[src/rtl/irq_status_pkg.sv]
package irq_status_pkg;

  localparam int DATA_W   = 32;
  localparam int SW_BIT   = 15;
  localparam int MBE_BIT  = 13;
  localparam int SBE_BIT  = 12;
  localparam int GPIO_LSB = 4;
  localparam int GPIO_CNT = 3;
  localparam int TMR_BIT  = 3;
  localparam int PHY_BIT  = 2;

  // strobes from control to datapath
  typedef struct packed {
    logic wrClr;   // write hitting this register
    logic rdLoad;  // read hitting this register
  } regStrobe_t;

  // positions of the sticky (latched) bits
  function automatic logic [DATA_W-1:0] stickyMask();
    logic [DATA_W-1:0] m;
    m = '0;
    m[SW_BIT]  = 1'b1;
    m[MBE_BIT] = 1'b1;
    m[SBE_BIT] = 1'b1;
    m[TMR_BIT] = 1'b1;
    for (int i = 0; i < GPIO_CNT; i++) m[GPIO_LSB + i] = 1'b1;
    return m;
  endfunction

endpackage

[src/rtl/irq_status_ctrl.sv]
module irq_status_ctrl
  import irq_status_pkg::*;
#(
  parameter int                ADDR_W     = 12,
  parameter logic [ADDR_W-1:0] REG_OFFSET = 12'h0C8
) (
  input  logic              wrEn,
  input  logic              rdEn,
  input  logic [ADDR_W-1:0] busAddr,
  output regStrobe_t        strb
);

  logic addrHit;

  always_comb begin
    addrHit     = (busAddr == REG_OFFSET);
    strb.wrClr  = wrEn & addrHit;
    strb.rdLoad = rdEn & addrHit;
  end

endmodule

[src/rtl/irq_status_dp.sv]
module irq_status_dp
  import irq_status_pkg::*;
(
  input  logic              clk,
  input  logic              rstN,
  input  regStrobe_t        strb,
  input  logic [DATA_W-1:0] wrData,
  input  logic              swIntEnable,
  input  logic              mstBusErr,
  input  logic              slvBusErr,
  input  logic [GPIO_CNT-1:0] gpioEvt,
  input  logic              tmrWrap,
  input  logic              phyIrq,
  input  logic [DATA_W-1:0] irqMask,
  output logic [DATA_W-1:0] rdData,
  output logic              irqOut
);

  localparam logic [DATA_W-1:0] STICKY_M = stickyMask();
  localparam logic [DATA_W-1:0] LIVE_M   = DATA_W'(1) << PHY_BIT;
  localparam logic [DATA_W-1:0] RSVD_M   = ~(STICKY_M | LIVE_M);

  logic [DATA_W-1:0] setVec;
  logic [DATA_W-1:0] clrVec;
  logic [DATA_W-1:0] stickyQ;
  logic [DATA_W-1:0] statusWord;
  logic [GPIO_CNT-1:0] gpioSet;
  logic              swEnPrev;
  logic              swEdge;

  // GPIO pin to status bit mapping
  for (genvar g = 0; g < GPIO_CNT; g++) begin : g_gpio
    assign gpioSet[g] = gpioEvt[g];
  end

  assign swEdge = swIntEnable & ~swEnPrev;

  always_comb begin
    setVec                             = '0;
    setVec[SW_BIT]                     = swEdge;
    setVec[MBE_BIT]                    = mstBusErr;
    setVec[SBE_BIT]                    = slvBusErr;
    setVec[TMR_BIT]                    = tmrWrap;
    setVec[GPIO_LSB +: GPIO_CNT]       = gpioSet;
    clrVec = strb.wrClr ? (wrData & STICKY_M) : '0;
  end

  always_ff @(posedge clk) begin
    if (!rstN) begin
      stickyQ  <= '0;
      swEnPrev <= 1'b0;
    end else begin
      // event wins over a same-cycle clear
      stickyQ  <= (setVec | (stickyQ & ~clrVec)) & STICKY_M;
      swEnPrev <= swIntEnable;
    end
  end

  assign statusWord = stickyQ | ({DATA_W{phyIrq}} & LIVE_M);

  always_ff @(posedge clk) begin
    if (!rstN) begin
      rdData <= '0;
      irqOut <= 1'b0;
    end else begin
      rdData <= strb.rdLoad ? statusWord : '0;
      irqOut <= |(statusWord & irqMask);
    end
  end

  // a set bit without a clear stays set
  p_hold_unless_cleared_r7: assert property (@(posedge clk) disable iff (!rstN)
    ((stickyQ & ~clrVec) != '0) |=>
      ((stickyQ & $past(stickyQ & ~clrVec)) == $past(stickyQ & ~clrVec)));

  // event beats a simultaneous clear
  p_event_wins_r10: assert property (@(posedge clk) disable iff (!rstN)
    (setVec != '0) |=> ((stickyQ & $past(setVec)) == $past(setVec)));

  // rising enable latches the software bit
  p_sw_edge_r2: assert property (@(posedge clk) disable iff (!rstN)
    (swIntEnable && !swEnPrev) |=> stickyQ[SW_BIT]);

  // reserved bits never read as 1
  p_reserved_zero_r9: assert property (@(posedge clk) disable iff (!rstN)
    (rdData & RSVD_M) == '0);

  // non-hitting read returns zero
  p_rd_quiet_r12: assert property (@(posedge clk) disable iff (!rstN)
    !strb.rdLoad |=> (rdData == '0));

  // no enabled status means output low next cycle
  p_irq_quiet_r11: assert property (@(posedge clk) disable iff (!rstN)
    ((statusWord & irqMask) == '0) |=> !irqOut);

endmodule

[src/rtl/irq_status_reg.sv]
module irq_status_reg
  import irq_status_pkg::*;
#(
  parameter int                ADDR_W     = 12,
  parameter logic [ADDR_W-1:0] REG_OFFSET = 12'h0C8
) (
  input  logic              clk,
  input  logic              rstN,
  input  logic [ADDR_W-1:0] busAddr,
  input  logic              wrEn,
  input  logic [31:0]       wrData,
  input  logic              rdEn,
  output logic [31:0]       rdData,
  input  logic              swIntEnable,
  input  logic              mstBusErr,
  input  logic              slvBusErr,
  input  logic [2:0]        gpioEvt,
  input  logic              tmrWrap,
  input  logic              phyIrq,
  input  logic [31:0]       irqMask,
  output logic              irqOut
);

  regStrobe_t strb;

  irq_status_ctrl #(.ADDR_W(ADDR_W), .REG_OFFSET(REG_OFFSET)) u_ctrl (
    .wrEn    (wrEn),
    .rdEn    (rdEn),
    .busAddr (busAddr),
    .strb    (strb)
  );

  irq_status_dp u_dp (
    .clk         (clk),
    .rstN        (rstN),
    .strb        (strb),
    .wrData      (wrData),
    .swIntEnable (swIntEnable),
    .mstBusErr   (mstBusErr),
    .slvBusErr   (slvBusErr),
    .gpioEvt     (gpioEvt),
    .tmrWrap     (tmrWrap),
    .phyIrq      (phyIrq),
    .irqMask     (irqMask),
    .rdData      (rdData),
    .irqOut      (irqOut)
  );

endmodule

[config.mk]
export PLATFORM = sky130hd
export DESIGN_NAME = irq_status_reg
export DESIGN_NICKNAME = d
export VERILOG_FILES = /design/src/rtl/irq_status_pkg.sv /design/src/rtl/irq_status_ctrl.sv /design/src/rtl/irq_status_dp.sv /design/src/rtl/irq_status_reg.sv
export SDC_FILE = /design/constraint.sdc
export NUM_CORES = 1
export LEC_CHECK = 0
export BUFFER_PORTS_ARGS = -buffer_cell sky130_fd_sc_hd__buf_2
export CAP_MARGIN = 0
export CORE_MARGIN = 4
export CORE_UTILIZATION = 26
export DETAILED_ROUTE_END_ITERATION = 16
export GPL_ROUTABILITY_DRIVEN = 0
export PLACE_DENSITY = 0.8
export SLEW_MARGIN = 20
export SYNTH_ARGS = -nofsm -noshare
export SYNTH_HDL_FRONTEND = slang
export SYNTH_HIERARCHICAL = 1
export SYNTH_SLANG_ARGS = --single-unit
[constraint.sdc]
create_clock -name clk -period 1 [get_ports clk]
set_input_delay 0.2 -clock clk [delete_from_list [all_inputs] [get_ports clk]]
set_output_delay 0.2 -clock clk [all_outputs]
set_load 0.02 [all_outputs]
==> After elaboration in Yosys (flattened, before gate mapping) <==
Cells that the tools add are included.
{ "classes": {"n_reduce_logical": 2, "bitwise_logic": 9, "mux": 1, "eq_ne": 1} }
{ "op_table": {"columns": ["cell", "count"], "rows": [
  ["AND 32 bit", 1],
  ["OR reduction 32 bit", 1],
  ["AND 16 bit", 1],
  ["2-to-1 mux 16 bit", 1],
  ["NOT 16 bit", 1],
  ["bitwise OR 16 bit", 1],
  ["bitwise OR 16 x 3 -> 16 bit", 1],
  ["== test 12 x 8 -> 1 bit, second input constant", 1],
  ["AND 1 bit", 3],
  ["AND reduction 2 bit", 1],
  ["NOT 1 bit", 1]
]} }
{ "word_totals": {"inputBits": 88, "reg_bits": 41, "wordCells": 17, "output_inout_bits": 33} }

==> Longest topological paths before layout <==
{ "logic_depth": {"ltp_word": 6, "ltp_mapped": 4, "mapped_depth_nobuf": 4} }

==> Cells and area by module <==
Netlist, hierarchy kept.
{ "by_module_without_submodules": {"columns": ["module", "instances", "area_each_um2", "cells_per_inst", "seq_area_each_um2"], "rows": [
  ["irq_status_dp", 1, 764.5, 73, 340.3],
  ["irq_status_ctrl", 1, 67.6, 6, 0.0]
]} }

==> Worst setup path before layout <==
No wires, ideal clock.
{ "synth_path": {"path_type": "input -> register", "from": "input port busAddr[11]", "to": "register u_dp.stickyQ[12]", "slack_ns": -0.112, "t_arrival_ns": 0.998, "path_buffers": 0, "required_ns": 0.885, "setup_ns": 0.115, "stages": 4, "cell_sequence": "nor4b_2 > and4_1 > a21boi_0 > o21a_1"} }
{ "synth_rtl": {"columns": ["element", "line", "rtl"], "rows": [
  ["start: declaration", "irq_status_reg.sv:9", "input logic [ADDR_W-1:0] busAddr,"],
  ["end signal: assignment", "irq_status_dp.sv:54", "stickyQ <= (setVec | (stickyQ & ~clrVec)) & STICKY_M;"],
  ["end: declaration", "irq_status_dp.sv:25", "logic [DATA_W-1:0] stickyQ;"]
]} }

==> Worst setup path in the final report <==
{ "layout_path": {"from": "register u_dp.rdData[13]", "to": "output port rdData[13]"} }
{ "layout_rtl": {"columns": ["element", "line", "rtl"], "rows": [
  ["start: declaration", "irq_status_dp.sv:15", "output logic [DATA_W-1:0] rdData,"],
  ["start signal: assignment", "irq_status_dp.sv:66", "rdData <= strb.rdLoad ? statusWord : '0;"],
  ["end: declaration", "irq_status_reg.sv:13", "output logic [31:0] rdData,"]
]} }
No word-level cell between the ends.

==> impl_metrics.sql <==
INSERT INTO impl_metrics (metric_group, metric, value, unit) VALUES
('synth', 'async_reset_ff_share', '0', '%'),
('timing', 'finalCritPeriodShare', '95.43', '%'),
('clock_tree', 'cts_resized', '0', ''),
('worst_setup_path', 'max_stage_delay', '0.32', 'ns'),
('synth', 'synthMostInstantiatedCell', 'sky130_fd_sc_hd__buf_4', ''),
('final_layout', 'nets', '217', ''),
('place', 'portBuffers', '47', ''),
('final_layout', 'num_antenna_cells', '0', ''),
('synth', 'commonest_cells_in_the_netlist', 'sky130_fd_sc_hd__buf_4 (24), sky130_fd_sc_hd__dfxtp_1 (17), sky130_fd_sc_hd__a21boi_0 (6), sky130_fd_sc_hd__and3_2 (6), sky130_fd_sc_hd__o21a_1 (6)', ''),
('synth', 'synthCells', '79', ''),
('power_and_ir_drop', 'worst_vdd_rail_ir_drop', '375.7', 'uV'),
('timing', 'max_freq', '1048', 'MHz'),
('global_routing', 'globalRouteTotalUtil', '8.306', '%'),
('routing', 'm1WireLength', '644', 'um'),
('synth', 'synth_largest_type_area_fraction', '40.90', '%'),
('clock_tree', 'clock_sink_count', '17', ''),
('synth', 'yosysUniqueCellTypes', '20', ''),
('clock_tree', 'cts_tree', 'built', ''),
('worst_setup_path', 'worstPathRequired', '0.80', 'ns'),
('worst_setup_path', 'path_class', 'reg -> out', ''),
('worst_setup_path', 'crit_path_launch_type', 'flop', ''),
('worst_setup_path', 'path_cells', 'buf_2', ''),
('routing', 'drt_pass1_iterations', '4', ''),
('synth', 'synth_warnings', '6', ''),
('clock_tree', 'clk_latency', '0.29', 'ns'),
('die', 'floorplan.die.width', '64.57', 'um'),
('worst_hold_path', 'holdCritPathClass', 'in -> reg', ''),
('place', 'place_hpwl', '1.605', 'mm'),
('synth', 'seq_area_frac_synth', '40.90', '%'),
('worst_setup_path', 'cp_num_buf_inv', '1', ''),
('synth', 'post_synth_main_area_contributors', 'sky130_fd_sc_hd__dfxtp_1 (41%), sky130_fd_sc_hd__buf_4 (22%), sky130_fd_sc_hd__a21boi_0 (5.4%)', ''),
('worst_setup_path', 'path_delay_family', 'flip-flops', ''),
('routing', 'drt-initial-drc-count', '41', ''),
('flow_run', 'drv_cap', '0', ''),
('clock_tree', 'clock_transition_at_path_regs', '0.09', 'ns'),
('routing', 'via_count', '685', ''),
('routing', 'viasPerCell', '3.983', ''),
('final_layout', 'layout_stage_area_growth_over_the_synthesis_result', '27.97', '%'),
('clock_tree', 'tritoncts.num_buffers', '3', ''),
('clock_tree', 'post_cts_buffers', '0', ''),
('power_and_ir_drop', 'fin_total_pwr', '1.314', 'mW'),
('synth', 'netlist_area', '832.0', 'sq um'),
('worst_setup_path', 'timing.critical_path.arrival', '0.75', 'ns'),
('global_routing', 'initial_antenna_violation_count', '0', ''),
('worst_setup_path', 'cp_slowest_cell', 'sky130_fd_sc_hd__dfxtp_1', ''),
('routing', 'drc', '0', ''),
('synth', 'synth.largest_area_cell', 'sky130_fd_sc_hd__dfxtp_1', ''),
('synth', 'number_of_synthesized_flops_with_an_enable_pin', '0', ''),
('timing', 'worst_hold_slack', '0.1188', 'ns'),
('die', 'die-area', '4169', 'sq um'),
('routing', 'ant_nets', '0', ''),
('clock_tree', 'cts-root-to-sink-buffers', '2', ''),
('run_status', 'result_of_the_run', 'complete, no violations', ''),
('clock_tree', 'ctsHoldBuffers', '0', ''),
('power_and_ir_drop', 'power_per_cell_area', '1234', 'nW/um^2'),
('power_and_ir_drop', 'total_leakage_power', '0.5598', 'nW'),
('die', 'floorplan.initialDensity', '27.25', '%'),
('timing', 'layout_skew', '0.005454', 'ns'),
('global_routing', 'wire_length_of_the_first_global_routing_pass', '2.642', 'mm'),
('routing', 'met3RoutedLength', '249', 'um'),
('routing', 'detail_route.wirelength', '1.861', 'mm'),
('die', 'rows', '20', ''),
('global_routing', 'via_count_of_the_first_global_routing_pass', '617', ''),
('routing', 'met2_wirelength', '919', 'um'),
('routing', 'post_drt_wl_per_cell', '10.82', 'um'),
('synth', 'ys_seq_elements', '17', ''),
('global_routing', 'maximum_number_of_pins_on_one_net_before_global_route_repair', '17', ''),
('timing', 'drv_slew', '0', ''),
('global_routing', 'grt_remaining_overflow', '0', ''),
('die', 'ios', '121', ''),
('routing', 'route.top_layer_used', 'met4', '');
==> flip-flops by register name, summed over array words and instances, names as in the netlist <==
name	flops
u_dp/swEnPrev	1
u_dp/rdData	8
u_dp/irqOut	1
u_dp/stickyQ	7
==> final timing paths <==
check / startpoint / to / slack, ns / cells after the start
setup / recovery: u_dp/rdData[13] / rdData[13] / 0.05 / 1
setup reg to reg: u_dp/stickyQ[5] / u_dp/irqOut / 0.18 / 2
hold / removal: tmrWrap / u_dp/stickyQ[3] / 0.12 / 2
hold reg to reg: u_dp/stickyQ[15] / u_dp/rdData[15] / 0.51 / 1
==> report_power, final <==
part | total [mW] | internal (mW) | switching (mW)
logic | 0.245 | 0.0989 | 0.147
clock network | 0.350 | 0.155 | 0.195
registers | 0.718 | 0.703 | 0.0151
==> metrics by stage <==
stage          cells  instance area [sq um]  util (%)  setup slack [ns]   TNS (ns)
2_1_floorplan    102                  935.9         -          -0.05437    -0.3338
3_3_place_gp     168                   1035     33.89           -0.2232     -3.024
3_5_place_dp     168                   1035     33.89           -0.2529     -3.297
4_1_cts          172                   1061     34.75           0.01462          0
5_1_grt          172                   1065     34.88         -0.006399  -0.008122
6_report         172                   1065     34.88           0.04572          0
==> per-layer routing <==
layer | GRT usage (%) | vias up
li1 | - | 332
met1 | 7.555 | 301
met2 | 14.95 | 47
met3 | 2.946 | 5
met4 | 6.332 | 0
met5 | 0 | -
==> cells by family after synthesis <==
kind of cell    share of synthesized area [%]
compound gates                          18.19
buf+inv                                 23.76
simple gates                            16.69
other cells                            0.4507
flops                                   40.90
==> layout make-up <==
cell class                      count  area (sq um)
Clock buffer                        4         26.28
Multi-Input combinational cell     59         399.1
Inverter                            1         6.256
Tap cell                           44         55.05
Fill cell                         326          1988
Sequential cell                    17         340.3
Timing Repair Buffer               47         237.7
==> cell usage in the layout, fill, tap and decap left out, types with 2 or more instances in the layout <==
cell type	count
sky130_fd_sc_hd__a21boi_1	6
sky130_fd_sc_hd__conb_1	24
sky130_fd_sc_hd__clkbuf_4	3
sky130_fd_sc_hd__and3_1	2
sky130_fd_sc_hd__buf_2	46
sky130_fd_sc_hd__dfxtp_1	17
sky130_fd_sc_hd__a22oi_1	4
sky130_fd_sc_hd__o21a_1	6
sky130_fd_sc_hd__and3_2	6
No activity file was read; power rests on OpenSTA's default activity.
